### src/rtl/dma3d_addr_gen.sv
module dma3d_addr_gen #(
  parameter int AW    = 32,
  parameter int CW    = 16,
  parameter int TW    = 4,
  parameter int NSETS = 4
) (
  input  logic              clk,
  input  logic              rst_n,
  input  logic              wr_en,
  input  logic              wr_link,
  input  logic [$clog2(NSETS)-1:0] wr_slot,
  input  logic [AW-1:0]     wr_src,
  input  logic [AW-1:0]     wr_dst,
  input  logic [CW-1:0]     wr_acnt,
  input  logic [CW-1:0]     wr_bcnt,
  input  logic [CW-1:0]     wr_ccnt,
  input  logic [CW-1:0]     wr_src_bidx,
  input  logic [CW-1:0]     wr_dst_bidx,
  input  logic [CW-1:0]     wr_src_cidx,
  input  logic [CW-1:0]     wr_dst_cidx,
  input  logic              wr_src_fifo,
  input  logic              wr_dst_fifo,
  input  logic [1:0]        wr_sync,
  input  logic [TW-1:0]     wr_tcc,
  input  logic [CW-1:0]     wr_link_addr,
  input  logic              trig,
  output logic              beat_valid,
  input  logic              beat_ready,
  output logic [AW-1:0]     beat_src,
  output logic [AW-1:0]     beat_dst,
  output logic [CW-1:0]     beat_len,
  output logic              done,
  output logic [TW-1:0]     done_code,
  output logic              miss
);
  localparam int SW = $clog2(NSETS);
  localparam int RW = 7*CW + 4 + TW + CW;
  localparam int PW = 2*AW + RW;
  localparam logic [CW-1:0] NO_LINK = '1;
  localparam logic [1:0] SY_ARR = 2'd0, SY_FRM = 2'd1;

  logic [PW-1:0] slots [NSETS];
  logic [RW-1:0] cfg;
  logic [AW-1:0] cur_src, cur_dst, frm_src, frm_dst;
  logic [CW-1:0] brem, crem;
  logic          busy;

  logic [CW-1:0] c_acnt, c_bcnt, c_ccnt, c_sb, c_db, c_sc, c_dc, c_link;
  logic          c_sf, c_df;
  logic [1:0]    c_sync;
  logic [TW-1:0] c_tcc;
  assign {c_acnt, c_bcnt, c_ccnt, c_sb, c_db, c_sc, c_dc, c_sf, c_df, c_sync, c_tcc, c_link} = cfg;

  logic [PW-1:0] wr_pack, n_pack;
  assign wr_pack = {wr_src, wr_dst, wr_acnt, wr_bcnt, wr_ccnt, wr_src_bidx, wr_dst_bidx,
                    wr_src_cidx, wr_dst_cidx, wr_src_fifo, wr_dst_fifo, wr_sync, wr_tcc, wr_link_addr};

  logic wr_act;
  assign wr_act = wr_en && !wr_link;
  assign n_pack = wr_act ? wr_pack : slots[c_link[SW-1:0]];

  function automatic logic [AW-1:0] sx(input logic [CW-1:0] v);
    return {{(AW-CW){v[CW-1]}}, v};
  endfunction

  logic fire, last_arr, last_frm, nul;
  logic [AW-1:0] a_src, a_dst, f_src, f_dst;
  assign fire     = busy && beat_ready;
  assign last_arr = brem <= 1;
  assign last_frm = crem <= 1;
  assign nul      = (c_acnt == 0) || (c_bcnt == 0) || (c_ccnt == 0);
  assign a_src    = c_sf ? cur_src : cur_src + sx(c_sb);
  assign a_dst    = c_df ? cur_dst : cur_dst + sx(c_db);
  assign f_src    = c_sf ? frm_src : frm_src + sx(c_sc);
  assign f_dst    = c_df ? frm_dst : frm_dst + sx(c_dc);

  always_ff @(posedge clk)
    if (wr_en && wr_link) slots[wr_slot] <= wr_pack;

  always_ff @(posedge clk) begin
    if (!rst_n) begin
      cfg       <= {{(RW-CW){1'b0}}, NO_LINK};
      cur_src   <= '0; cur_dst <= '0; frm_src <= '0; frm_dst <= '0;
      brem      <= '0; crem    <= '0;
      busy      <= 1'b0;
      done      <= 1'b0;
      done_code <= '0;
      miss      <= 1'b0;
    end else begin
      done <= 1'b0;
      miss <= trig && busy;
      if (wr_act) begin
        cfg     <= n_pack[RW-1:0];
        cur_src <= n_pack[PW-1 -: AW];    frm_src <= n_pack[PW-1 -: AW];
        cur_dst <= n_pack[PW-AW-1 -: AW]; frm_dst <= n_pack[PW-AW-1 -: AW];
        brem    <= n_pack[RW-CW-1 -: CW];
        crem    <= n_pack[RW-2*CW-1 -: CW];
        busy    <= 1'b0;
      end else if (fire) begin
        if (last_arr && last_frm) begin
          done      <= 1'b1;
          done_code <= c_tcc;
          busy      <= 1'b0;
          if (c_link != NO_LINK) begin
            cfg     <= n_pack[RW-1:0];
            cur_src <= n_pack[PW-1 -: AW];    frm_src <= n_pack[PW-1 -: AW];
            cur_dst <= n_pack[PW-AW-1 -: AW]; frm_dst <= n_pack[PW-AW-1 -: AW];
            brem    <= n_pack[RW-CW-1 -: CW];
            crem    <= n_pack[RW-2*CW-1 -: CW];
          end else begin
            cfg  <= {{(RW-CW){1'b0}}, NO_LINK};
            brem <= '0;
            crem <= '0;
          end
        end else if (last_arr) begin
          cur_src <= f_src; frm_src <= f_src;
          cur_dst <= f_dst; frm_dst <= f_dst;
          brem    <= c_bcnt;
          crem    <= crem - 1'b1;
          if (c_sync == SY_ARR || c_sync == SY_FRM) busy <= 1'b0;
        end else begin
          cur_src <= a_src;
          cur_dst <= a_dst;
          brem    <= brem - 1'b1;
          if (c_sync == SY_ARR) busy <= 1'b0;
        end
      end else if (trig && !busy && !nul) begin
        busy <= 1'b1;
      end
    end
  end

  assign beat_valid = busy;
  assign beat_src   = cur_src;
  assign beat_dst   = cur_dst;
  assign beat_len   = c_acnt;
endmodule

### config.mk
export PLATFORM = sky130hd
export DESIGN_NAME = dma3d_addr_gen
export DESIGN_NICKNAME = d
export VERILOG_FILES = /design/src/rtl/dma3d_addr_gen.sv
export SDC_FILE = /design/constraint.sdc
export NUM_CORES = 2
export LEC_CHECK = 0
export BUFFER_PORTS_ARGS = -buffer_cell sky130_fd_sc_hd__buf_2
export CAP_MARGIN = 40
export CORE_ASPECT_RATIO = 1.25
export CORE_MARGIN = 3
export CORE_UTILIZATION = 37
export DETAILED_ROUTE_END_ITERATION = 16
export SETUP_SLACK_MARGIN = 0.02
export SLEW_MARGIN = 20
export SYNTH_ARGS = -nofsm -noshare
export SYNTH_HDL_FRONTEND = slang
export SYNTH_SLANG_ARGS = --single-unit
### constraint.sdc
create_clock -name clk -period 16.7 [get_ports clk]
set_clock_uncertainty 0.05 [all_clocks]
set_input_delay 0.835 -clock clk [delete_from_list [all_inputs] [get_ports clk]]
set_output_delay 0.835 -clock clk [all_outputs]
set_load 0.05 [all_outputs]
# ---- Word level (Yosys, flattened, before mapping)
# Memories as Yosys holds them, arrays and structs flattened. A register that Yosys moved wholly into a read port is not among the register bits.
# Cells that the tools add are included.
dict set report word_totals {
  ff_bits 303
  latchBits 0
  ramBits 800
  mem_bits_ro 0
  inputBits 208
  memories 1
}
dict set report classes {
  n_addsub 6
  multipliers 0
  n_div 0
  order_cmp 2
  n_eq_ne 7
  n_shift 0
  muxes 48
  bitwise 3
  reduce_logical 30
}
# name depth width read_ports rd_ports_with_merged_regs wr line_no
set memory_table {}
lappend memory_table {slots 4 200 1 1 1 42} ;# logic [PW-1:0] slots [NSETS];
# op count
set ops {}
lappend ops {{32-bit two-way mux} 22}
lappend ops {{136-bit two-way mux} 4}
lappend ops {{200-bit two-way mux} 1}
lappend ops {{16-bit two-way mux} 10}
lappend ops {{32-bit adder} 4}
lappend ops {{16-bit zero test} 3}
lappend ops {{16-bit by 1-bit <= comparator with 1-bit output (second input constant)} 2}
lappend ops {{16-bit by 1-bit subtractor with 16-bit output (second input constant)} 2}
lappend ops {{16-bit != test (second input constant)} 1}
lappend ops {{3-bit AND reduction} 5}
lappend ops {{4-bit by 1-bit != test with 1-bit output (second input constant)} 3}
lappend ops {{1-bit two-way mux} 9}
lappend ops {{1-bit logical AND} 7}
lappend ops {{2-bit nonzero test} 3}
lappend ops {{2-bit two-way mux} 2}
lappend ops {{4-bit by 2-bit != test with 1-bit output (second input constant)} 1}
lappend ops {{2-bit AND reduction} 2}
lappend ops {{1-bit zero test} 3}
lappend ops {{1-bit logical OR} 3}
lappend ops {{3-bit by 2-bit != test with 1-bit output (second input constant)} 1}
lappend ops {{1-bit inverter} 3}
lappend ops {{3-bit nonzero test} 1}
lappend ops {{3-bit OR reduction} 1}
lappend ops {{2-bit by 1-bit == test with 1-bit output (second input constant)} 1}
lappend ops {{other kinds (2)} 2}

# ---- Longest topological paths before layout
dict set report depth {
  word_depth 9
  mapped_depth 13
}

# ---- Worst setup path after synthesis
# No wires, ideal clock.
dict set report synth_path {
  kind {input to register}
  from {input wr_slot[1]}
  to {memory slots[0][0] in the netlist's numbering (enable)}
  setup_time_ns 1.008
  arrival_ns 14.585
  setup_slack_ns 1.057
  cell_stages 1
  n_path_buf 0
  path_cell_list {nor3_1}
}
# item line_no
set synth_rtl {}
lappend synth_rtl {{from (decl)} 11} ;# input logic [$clog2(NSETS)-1:0] wr_slot,
lappend synth_rtl {{to (decl)} 42}
# Straight into the memory's write port.

# ---- Final worst setup path
dict set report layout_path {
  from {register brem[8]}
  to {register cfg[35]}
}
dict set report layout_between {
  elab_chain_len 4
}
# item line_no
set layout_rtl {}
lappend layout_rtl {{from (decl)} 45} ;# logic [CW-1:0] brem, crem;
lappend layout_rtl {{from (signal assigned)} 96} ;# brem <= n_pack[RW-CW-1 -: CW];
lappend layout_rtl {{from (signal assigned)} 108} ;# brem <= n_pack[RW-CW-1 -: CW];
lappend layout_rtl {{from (signal assigned)} 118} ;# brem <= c_bcnt;
lappend layout_rtl {{16-bit by 1-bit <= comparator with 1-bit output} 69} ;# assign last_arr = brem <= 1;
lappend layout_rtl {{1-bit logical AND} 100} ;# if (last_arr && last_frm) begin
lappend layout_rtl {{2-bit nonzero test (no source line)} n/a}
lappend layout_rtl {{2-bit AND reduction (no source line)} n/a}
lappend layout_rtl {{to (signal assigned)} 82} ;# cfg <= {{(RW-CW){1'b0}}, NO_LINK};
lappend layout_rtl {{to (signal assigned)} 105} ;# cfg <= n_pack[RW-1:0];
lappend layout_rtl {{to (signal assigned)} 111} ;# cfg <= {{(RW-CW){1'b0}}, NO_LINK};
lappend layout_rtl {{to (decl)} 43} ;# logic [RW-1:0] cfg;
# No other way between the ends.
# A chain may end at the register's enable or synchronous reset.

==> results.yml <==
status:
  status: "complete, no violations"
clocking:
  tritoncts: "built"
  clock_latency_ns: 0.75
  numCtsBuffers: 109
  clock_sinks: 1105
  htreeDepth: 3
  path_clk_slew_ns: 0.06
  clock_path_buffers: 3
  ctsRootBufferMaster: "clkbuf_16"
  postCtsHoldBufs: 0
  cts_setup_buffers: 0
  cts_resized: 0
global_route:
  antenna_found_initial: 66
  grt_overflow: 0
  grt_pass1_wl_um: 227000
  grt_usage_pct: 21.3
  grt_pass1_vias: 34400
  grt_max_degree: 209
sta:
  tightest_slew_ns: 1.08
  setup_violations: 0
  final-hold-violation-count: 0
  finalCritPeriodShare_pct: 27.7
  fmax_mhz: 216
  tns_ns: 0
  slew_headroom_pct: 28.1
  rsz0062_at_grt: "false"
  maxSlewViolCount: 0
  fin_crit_ns: 4.62
critical_path:
  regToRegEndpoint: "cfg[35]"
  crit_arrival_ns: 5.16
  ff2ff_path_depth: 12
  r2r-start: "brem[8]"
  regToRegSetupSlack_ns: 12.08
  required_ns: 17.23
  start_kind: "flop"
  crit_type: "reg -> reg"
  crit_fanout: 152
  cp-end-kind: "flop"
floorplan:
  pin_count: 295
  rows: 151
  die_x_um: 337
  die-height_um: 420
  initial_core_util_pct: 37.3
  coreArea_um2: 136000
  dieArea_um2: 141000
detailed_routing:
  drt-initial-drc-count: 3408
  viasPerCell: 5.76
  drc: 0
  routedWlPerCell_um: 24.9
  vias: 35400
  dr.pass1.iters: 6
  antenna_left: 0
  wl_um: 153000
final_layout:
  final_common_cell: "edfxtp_1"
  fillerInstances: 12500
  nets: 4603
  layout_common_cells: "edfxtp_1, nand2_1, nor2_1"
  final_core_util_pct: 42.6
  drive_above_1_share_pct: 18.7
  synthToLayoutAreaGrowth_pct: 14.1
logic_synthesis:
  ys_warn_count: 0
  ys_seq_elements: 1105
  synth_nets: 4393
  yosysUniqueCellTypes: 89
  synth_cells: 4053
  synth_edf_count: 800
  async_flop_share_pct: 0
  synthFlopType: "edfxtp_1"
  avgSynthCellArea_um2: 12.5
  synth.cell_area_um2: 50700
  synth_seq_area_share_pct: 59.5
power:
  ir_drop_mv: 0.0867
  leakage_uw: 0.0207
  p_per_area_nw_per_um2: 127
  totalPowerFinal_uw: 7350
place:
  routabilityCongestion: 0.921
  portBuffers: 294
  dpl.hpwl_um: 104000
flow_run:
  maxCapViolCount: 0
worst_hold_path:
  whs_endpoint: "slots[1][154]"
  hp-class: "in -> reg"
  hold_path_depth: 1
  hp-start: "wr_dst[18]"
## how the worst max path moves through the flow
| stage | start | end | slack [ns] | cells after the start |
|---|---|---|---|---|
| 2_1_floorplan | wr_slot[1] | slots[0][0] | 1.06 | 1 |
| 3_3_place_gp | brem[8] | frm_dst[26] | 11.98 | 9 |
| 3_5_place_dp | brem[8] | cfg[17] | 12.31 | 11 |
| 4_1_cts | brem[8] | cfg[35] | 12.30 | 11 |
| 5_1_grt | brem[2] | cfg[35] | 11.85 | 12 |
| 6_report | brem[8] | cfg[35] | 12.08 | 12 |
## sequential cells by signal, indices dropped and copies added (netlist names), named ones only
signal      cells
beat_src       32
beat_dst       32
beat_valid      1
slots         800
done_code       4
frm_dst        32
done            1
miss            1
cfg           136
brem           16
frm_src        32
crem           16
## per-layer routing
layer | global-route usage [%] | wire length (um) | part of all wire (%) | vias up
li1 | - | - | - | 16100
met4 | 7.84 | 5760 | 3.8 | 30
met5 | 0 | 195 | 0.13 | -
met1 | 27.8 | 63100 | 41 | 17800
met3 | 5.64 | 12400 | 8.1 | 306
met2 | 34.0 | 71600 | 47 | 1180
## cell type report
class | instances | area, um2 | area share [%]
flip-flops and latches | 1105 | 30100 | 52.1
multi-input cells | 2637 | 19300 | 33.3
repair buffers | 376 | 2340 | 4.05
clock inverters | 66 | 692 | 1.20
well taps | 1759 | 2200 | 3.81
diodes | 24 | 60.1 | 0.104
clock buffers | 142 | 2990 | 5.17
inverters | 34 | 133 | 0.229
## synth_stat cells, types with 11 or more instances
master | count | share of area (%)
ha_1 | 128 | 3.2
xor2_1 | 38 | 0.66
nor2_1 | 349 | 2.6
and2_1 | 22 | 0.27
and3_1 | 31 | 0.38
edfxtp_1 | 800 | 47
dfxtp_1 | 305 | 12
clkbuf_1 | 173 | 1.3
a221oi_1 | 16 | 0.28
nand2b_1 | 14 | 0.17
a31oi_1 | 48 | 0.59
nor4_1 | 27 | 0.33
xnor2_1 | 78 | 1.3
a21oi_1 | 290 | 2.9
o31ai_1 | 11 | 0.16
o22ai_1 | 20 | 0.25
or3_1 | 11 | 0.14
nor3_1 | 75 | 0.74
a311oi_1 | 110 | 1.9
mux4_2 | 200 | 8.9
o211ai_1 | 37 | 0.55
nand4_1 | 26 | 0.32
buf_2 | 49 | 0.48
a211oi_1 | 35 | 0.52
o21a_1 | 11 | 0.16
nand2_1 | 409 | 3.0
buf_1 | 24 | 0.18
or2_2 | 12 | 0.15
mux2i_1 | 21 | 0.41
o311ai_0 | 20 | 0.35
buf_4 | 29 | 0.43
nand3_1 | 155 | 1.5
o21ai_0 | 218 | 2.2
a21o_1 | 58 | 0.86
inv_1 | 33 | 0.24
o21bai_1 | 17 | 0.25
## cells by family after synthesis
group	synth area share [%]
DFF	59.5
muxes	9.40
buffers and inverters	2.67
adders and majority gates	3.32
and+or+nand+nor	10.4
AOI/OAI and AO/OA	12.7
xor gates and xnor gates	2.01
## critical path, cell delays in order (launching register included)
cell      delay (ns)
dfxtp_1         0.36
or4_1           0.65
or4_4           0.50
nand2b_4        0.20
buf_4           0.37
nor2_4          0.20
buf_4           0.52
nor2_4          0.07
nor2_4          0.13
buf_12          0.25
buf_16          0.32
nor2_1          0.08
a311oi_1        0.29
## power breakdown
| part | switching (uW) | internal [uW] |
|---|---|---|
| sequential | 113 | 3090 |
| combinational | 1080 | 549 |
| clock | 1090 | 1410 |
## metrics by stage
stage	area [um2]	hold slack, ns	setup WS, ns	instances
after CTS	57700	0.220	12.30	6115
final	57800	0.271	12.08	6143
after detailed placement	54000	0.404	12.31	5907
after global placement	53700	0.394	11.98	5889
after global routing	57800	0.252	11.85	6124
after floorplan	50700	0.394	1.06	4053
Power figures use the tool's default switching activity.
